<file path="config.mk">
export PLATFORM = sky130hd
export DESIGN_NAME = hci_cmd_resp_queues
export DESIGN_NICKNAME = d
export VERILOG_FILES = /design/src/rtl/hci_q_pkg.sv /design/src/rtl/hci_cmd_fifo.sv /design/src/rtl/hci_rsp_fifo.sv /design/src/rtl/hci_cmd_resp_queues.sv
export SDC_FILE = /design/constraint.sdc
export NUM_CORES = 1
export LEC_CHECK = 0
export BUFFER_PORTS_ARGS = -buffer_cell sky130_fd_sc_hd__buf_2
export CAP_MARGIN = 20
export CORE_ASPECT_RATIO = 1.75
export CORE_MARGIN = 1.5
export CORE_UTILIZATION = 40
export CTS_BUF_LIST = sky130_fd_sc_hd__clkbuf_16
export DETAILED_ROUTE_END_ITERATION = 7
export MAX_ROUTING_LAYER = met4
export PLACE_DENSITY = 0.6
export SLEW_MARGIN = 20
export SYNTH_ARGS = -nofsm -noshare
export SYNTH_HDL_FRONTEND = slang
export SYNTH_SLANG_ARGS = --single-unit
</file>
<file path="constraint.sdc">
create_clock -name clk -period 7.7 [get_ports clk]
set_input_delay 0.385 -clock clk [delete_from_list [all_inputs] [get_ports clk]]
set_output_delay 0.385 -clock clk [all_outputs]
set_load 0.02 [all_outputs]
</file>
<file path="src/rtl/hci_q_pkg.sv">
// Shared definitions for the command/response queue pair: register
// offsets and the threshold rule. Assumes byte offsets on an 8-bit address.
package hci_q_pkg;
    localparam logic [7:0] OFS_CMD  = 8'h00;
    localparam logic [7:0] OFS_RSP  = 8'h04;
    localparam logic [7:0] OFS_THR  = 8'h10;
    localparam logic [7:0] OFS_SIZE = 8'h18;
    localparam logic [7:0] OFS_STAT = 8'h38;

    // Threshold as compared against a 9-bit level; zero acts as one.
    function automatic logic [8:0] thr_floor(input logic [7:0] t);
        return (t == 8'd0) ? 9'd1 : {1'b0, t};
    endfunction
endpackage

</file>
<file path="src/rtl/hci_cmd_fifo.sv">
// Command queue: collects WORDS-word descriptors from one write port and
// hands out whole descriptors. Assumes DEPTH >= 2 and DEPTH <= 255.
// A partly built descriptor holds its slot. A first word with no slot free is dropped.
module hci_cmd_fifo #(
    parameter int DEPTH = 4,
    parameter int WORDS = 2
) (
    input  logic               clk,
    input  logic               rst_n,
    input  logic               wr_en,
    input  logic [31:0]        wr_data,
    input  logic               pop,
    output logic               cmd_valid,
    output logic [WORDS*32-1:0] cmd_data,
    output logic [8:0]         free_slots,
    output logic               ovf
);
    localparam int PW  = $clog2(DEPTH);
    localparam int CW  = $clog2(DEPTH + 1);
    localparam int XW  = (WORDS > 2) ? 2 : 1;
    localparam logic [XW-1:0] LAST_W = XW'(WORDS - 1);
    localparam logic [PW-1:0] LAST_P = PW'(DEPTH - 1);

    logic [WORDS*32-1:0] mem [DEPTH];
    logic [PW-1:0] wr_slot, rd_slot;
    logic [XW-1:0] widx;
    logic [CW-1:0] done_cnt;
    logic [CW-1:0] used;
    logic accept, commit, take;

    // Slots in use: finished descriptors plus one under construction.
    always_comb begin
        used   = done_cnt + CW'(widx != '0);
        accept = wr_en && ((widx != '0) || (used < CW'(DEPTH)));
        commit = accept && (widx == LAST_W);
        take   = pop && (done_cnt != '0);
    end

    // Store each accepted word in its place within the current slot.
    always_ff @(posedge clk) begin
        if (accept)
            mem[wr_slot][32*widx +: 32] <= wr_data;
    end

    // Pointer, word index, count and overflow pulse.
    always_ff @(posedge clk) begin
        if (!rst_n) begin
            wr_slot  <= '0;
            rd_slot  <= '0;
            widx     <= '0;
            done_cnt <= '0;
            ovf      <= 1'b0;
        end else begin
            ovf <= wr_en && !accept;
            if (accept)
                widx <= commit ? '0 : widx + 1'b1;
            if (commit)
                wr_slot <= (wr_slot == LAST_P) ? '0 : wr_slot + 1'b1;
            if (take)
                rd_slot <= (rd_slot == LAST_P) ? '0 : rd_slot + 1'b1;
            done_cnt <= done_cnt + CW'(commit) - CW'(take);
        end
    end

    assign cmd_valid  = (done_cnt != '0);
    assign cmd_data   = mem[rd_slot];
    assign free_slots = 9'(DEPTH) - 9'(used);
endmodule

</file>
<file path="src/rtl/hci_rsp_fifo.sv">
// Response queue: the back end pushes 32-bit words and software pops them.
// Assumes DEPTH >= 2. A push while full is ignored, and a pop while empty does nothing.
module hci_rsp_fifo #(
    parameter int DEPTH = 4
) (
    input  logic        clk,
    input  logic        rst_n,
    input  logic        push,
    input  logic [31:0] push_data,
    input  logic        pop,
    output logic [31:0] head,
    output logic        full,
    output logic [8:0]  level
);
    localparam int PW = $clog2(DEPTH);
    localparam int CW = $clog2(DEPTH + 1);
    localparam logic [PW-1:0] LAST_P = PW'(DEPTH - 1);

    logic [31:0] mem [DEPTH];
    logic [PW-1:0] wp, rp;
    logic [CW-1:0] cnt;
    logic do_push, do_pop;

    // Gate push on room and pop on content.
    always_comb begin
        do_push = push && (cnt != CW'(DEPTH));
        do_pop  = pop && (cnt != '0);
    end

    // Write the storage array.
    always_ff @(posedge clk) begin
        if (do_push)
            mem[wp] <= push_data;
    end

    // Pointers and count.
    always_ff @(posedge clk) begin
        if (!rst_n) begin
            wp  <= '0;
            rp  <= '0;
            cnt <= '0;
        end else begin
            if (do_push)
                wp <= (wp == LAST_P) ? '0 : wp + 1'b1;
            if (do_pop)
                rp <= (rp == LAST_P) ? '0 : rp + 1'b1;
            cnt <= cnt + CW'(do_push) - CW'(do_pop);
        end
    end

    assign head  = mem[rp];
    assign full  = (cnt == CW'(DEPTH));
    assign level = 9'(cnt);
endmodule

</file>
<file path="src/rtl/hci_cmd_resp_queues.sv">
// Top of the command/response queue pair: register decode, the threshold
// register, readiness levels and error pulses. Assumes a single-cycle
// register strobe. Read data is registered.
module hci_cmd_resp_queues
    import hci_q_pkg::*;
#(
    parameter int DEPTH   = 4,
    parameter int VERSION = 1,
    localparam int WORDS  = (VERSION >= 2) ? 4 : 2
) (
    input  logic                clk,
    input  logic                rst_n,
    input  logic                reg_wr_en,
    input  logic                reg_rd_en,
    input  logic [7:0]          reg_addr,
    input  logic [31:0]         reg_wdata,
    output logic [31:0]         reg_rdata,
    output logic                cmd_ready_o,
    output logic                resp_ready_o,
    output logic                cmd_ovf_o,
    output logic                resp_udf_o,
    output logic                be_cmd_valid,
    input  logic                be_cmd_pop,
    output logic [WORDS*32-1:0] be_cmd_data,
    input  logic                be_resp_push,
    input  logic [31:0]         be_resp_data,
    output logic                be_resp_full
);
    logic [31:0] thr_q;
    logic [8:0]  free_slots, rsp_level;
    logic [31:0] rsp_head;
    logic        cmd_wr, rsp_rd;

    // Port strobes.
    assign cmd_wr = reg_wr_en && (reg_addr == OFS_CMD);
    assign rsp_rd = reg_rd_en && (reg_addr == OFS_RSP);

    hci_cmd_fifo #(.DEPTH(DEPTH), .WORDS(WORDS)) u_cmd (
        .clk(clk), .rst_n(rst_n), .wr_en(cmd_wr), .wr_data(reg_wdata),
        .pop(be_cmd_pop), .cmd_valid(be_cmd_valid), .cmd_data(be_cmd_data),
        .free_slots(free_slots), .ovf(cmd_ovf_o)
    );

    hci_rsp_fifo #(.DEPTH(DEPTH)) u_rsp (
        .clk(clk), .rst_n(rst_n), .push(be_resp_push), .push_data(be_resp_data),
        .pop(rsp_rd), .head(rsp_head), .full(be_resp_full), .level(rsp_level)
    );

    // Threshold register, written whole.
    always_ff @(posedge clk) begin
        if (!rst_n)
            thr_q <= '0;
        else if (reg_wr_en && reg_addr == OFS_THR)
            thr_q <= reg_wdata;
    end

    // Registered read data and underflow pulse.
    always_ff @(posedge clk) begin
        if (!rst_n) begin
            reg_rdata  <= '0;
            resp_udf_o <= 1'b0;
        end else begin
            resp_udf_o <= rsp_rd && (rsp_level == 9'd0);
            if (reg_rd_en) begin
                case (reg_addr)
                    OFS_RSP:  reg_rdata <= (rsp_level != 9'd0) ? rsp_head : '0;
                    OFS_THR:  reg_rdata <= thr_q;
                    OFS_SIZE: reg_rdata <= {24'd0, 8'(DEPTH)};
                    OFS_STAT: reg_rdata <= {13'd0, rsp_level, 1'b0, free_slots};
                    default:  reg_rdata <= '0;
                endcase
            end
        end
    end

    // Readiness levels against the programmed thresholds.
    assign cmd_ready_o  = (free_slots >= thr_floor(thr_q[7:0]));
    assign resp_ready_o = (rsp_level >= thr_floor(thr_q[15:8]));
endmodule

</file>
==> results.tsv <==
metric	value	unit
p_seq_share	48.4	%
synth_nets	1142	
numCtsBuffers	43	
area_growth	15.7	%
hpwl	28.1	mm
period_needed	3840	ps
tightestPinTransition	1000	ps
outcome	finished clean	
cp.required	7320	ps
synth_ff_type	edfxtp_1	
routabilityCongestion	0.780	
tns	0	ps
vias	9544	
drv_cap	0	
synth_area	18200	um^2
rsz0062_at_grt	no	
pwr_density_cell	282	nW/um^2
grt_pass1_wl	62.5	mm
min_from	be_resp_data[18]	
yosys_warnings	0	
die_x	164	um
finish.net_count	1326	
dieArea	46900	um^2
setup_viol	0	
cts_resized	0	
start_util	40.4	%
r2r-start	u_rsp.cnt[1]	
antenna_found_initial	1	
cts-htree-levels	2	
synth_edf_count	384	
portBuffers	179	
grt_remaining_overflow	0	
synthCells	1036	
min_path_type	in -> reg	
dr.pass1.iters	5	
seq_area_frac_synth	72.5	%
cts-root-buf	clkbuf_16	
async_reset_ff_share	0	%
cts_sinks	469	
postPlaceCellArea	19800	um^2
path_class	reg -> out	
p_comb_share	17.8	%
synth.distinct_cells	47	
r2r_slack	4870	ps
critPathMaxFanout	4	
finalWirelength	42.2	mm
rr_worst_depth	5	
ir_drop	206	uV
holdBufCountCts	0	
routedWlPerCell	23.1	um
clockBufferDepth	3	
first_global_vias	9970	
cts_setup_buffers	0	
fp.dieH	285	um
final_antenna_net_count	0	
drc	0	
leakage	7.15	nW
path_clk_slew	60	ps
ys_ff_latch	469	
antenna_cells	0	
slew_violations	0	
min_path_cells	1	
endpoint_kind	output port	
start_kind	flop	
arrival	3450	ps
fin_skew	16.7	ps
r2r-end	u_rsp.mem[3][6]	
n_fill_cell	3939	
clkLatencyLatePin	560	ps
hold_violations	0	
fmax	261	MHz
pwr-share-clk	33.8	%
p_switching	1.57	mW
whs	48.9	ps
layout-drive-gt1-share	29.0	%
io_pins	180	
track_usage	18.9	%
rows	103	
syn_avg_cell_area	17.6	um^2
cts_tree	done	
finalCritPeriodShare	49.8	%
core-area	45100	um^2
grt_max_degree	82	
internal_power	4.38	mW
swShare	26.3	%
drt_iter0_drc	574	
holdPathEnd	u_rsp.mem[2][18]	
fin_area	21100	um^2
vias_per_cell	5.21	
maxSlewHeadroom	33.3	%
==> cells in the mapped netlist (6+ instances only) <==
master	instances	area, um^2
edfxtp_1	384	11500
mux4_2	96	2160
dfxtp_1	85	1700
nand2_1	74	278
and2_1	48	300
clkbuf_1	43	161
nor2b_1	42	263
a21oi_1	35	175
o21ai_0	32	160
a22oi_1	31	233
a21boi_1	30	225
ha_1	26	325
inv_1	26	97.6
buf_1	10	37.5
nor2_1	8	30.0
mux2i_1	6	60.1
==> state kept, by name (all words and copies together) (netlist names), named ones only <==
register        flops
u_cmd.mem         256
thr_q              32
u_rsp.mem         128
reg_rdata          32
u_rsp.rp            2
u_rsp.wp            2
u_rsp.cnt           3
u_cmd.widx          1
u_cmd.rd_slot       2
resp_udf_o          1
u_cmd.done_cnt      3
u_cmd.ovf           1
u_cmd.wr_slot       2
==> layout by cell type, fill, tap and decap left out, types with 2 or more instances in the layout <==
master,count
mux2i_1,6
and3_1,5
a21boi_0,3
nand2b_1,2
buf_2,179
or3_1,2
edfxtp_1,384
clkbuf_16,44
nand2_1,73
nor2b_1,42
a21boi_1,30
or4_1,2
xor2_1,4
a21oi_1,35
clkinv_1,11
nor3_1,4
buf_4,21
clkinv_2,6
mux4_2,96
dfxtp_2,4
clkinvlp_4,2
o21a_1,2
o21ai_0,32
fa_1,2
a22oi_1,31
nor2_1,8
dfxtp_1,80
inv_1,37
a2bb2oi_1,5
ha_1,26
bufinv_16,2
and4b_1,2
xnor2_1,2
and2_1,48
==> through the flow <==
step | util [%] | power [mW] | setup WS, ps | std cells
floorplan | - | 3.64 | 4670 | 1036
global placement | 43.9 | 4.01 | 4460 | 1752
detailed placement | 43.9 | 4.02 | 4390 | 1752
CTS | 46.8 | 6.03 | 3830 | 1832
global route | 46.8 | 6.17 | 3780 | 1832
finish | 46.8 | 5.95 | 3860 | 1832
==> cells by family after synthesis <==
kind of cell | Yosys count | share of synthesized area (%)
DFF | 469 | 72.5
and+or+nand+nor | 197 | 5.81
xor gates and xnor gates | 6 | 0.288
AOI/OAI and AO/OA | 147 | 5.23
muxes | 102 | 12.2
adders and majority gates | 28 | 2.00
buffers and inverters | 87 | 1.95
==> how the worst max path moves through the flow <==
stage / start / end / cells after the start
5_1_grt: u_cmd.done_cnt[0] / cmd_ready_o / 9
6_report: u_cmd.done_cnt[0] / cmd_ready_o / 9
3_3_place_gp: reg_addr[7] / u_rsp.cnt[2] / 12
2_1_floorplan: reg_addr[7] / u_cmd.mem[0][0] / 5
3_5_place_dp: reg_addr[7] / u_rsp.cnt[1] / 11
4_1_cts: u_cmd.done_cnt[0] / cmd_ready_o / 9
==> worst max-delay path: stages (launching register included) <==
cell and delay [ps]:
dfxtp_1 320, ha_1 190, ha_1 180, xor2_1 370, o21ai_0 340, ha_1 350, and4b_1 240, a32oi_1 100
o311ai_0 530, buf_2 270
==> power by group through the flow <==
stage / combinational [mW] / clock [mW] / sequential [mW]
after floorplan: 0.725 / 0 / 2.91
after global placement: 1.09 / 0 / 2.93
after detailed placement: 1.09 / 0 / 2.93
after CTS: 1.09 / 2.05 / 2.88
after global routing: 1.15 / 2.14 / 2.89
final: 1.06 / 2.01 / 2.87
==> layout make-up <==
type	instances	area [um^2]	share of cell area, %
repair buffers	200	1050	4.99
flip-flops and latches	469	13200	62.7
well taps	577	722	3.42
inverters	26	97.6	0.462
clock inverters	36	224	1.06
clock buffers	44	1100	5.22
multi-input cells	480	4670	22.1
==> layer usage <==
metal	track usage [%]	vias up	part of all wire, %	routed length [um]
li1	-	4383	-	-
met1	21.5	4859	38	16100
met2	34.1	241	55	23200
met3	2.54	61	4.1	1710
met4	5.72	0	2.8	1170
met5	-	-	0	0
No activity file was read; power rests on OpenSTA's default activity.
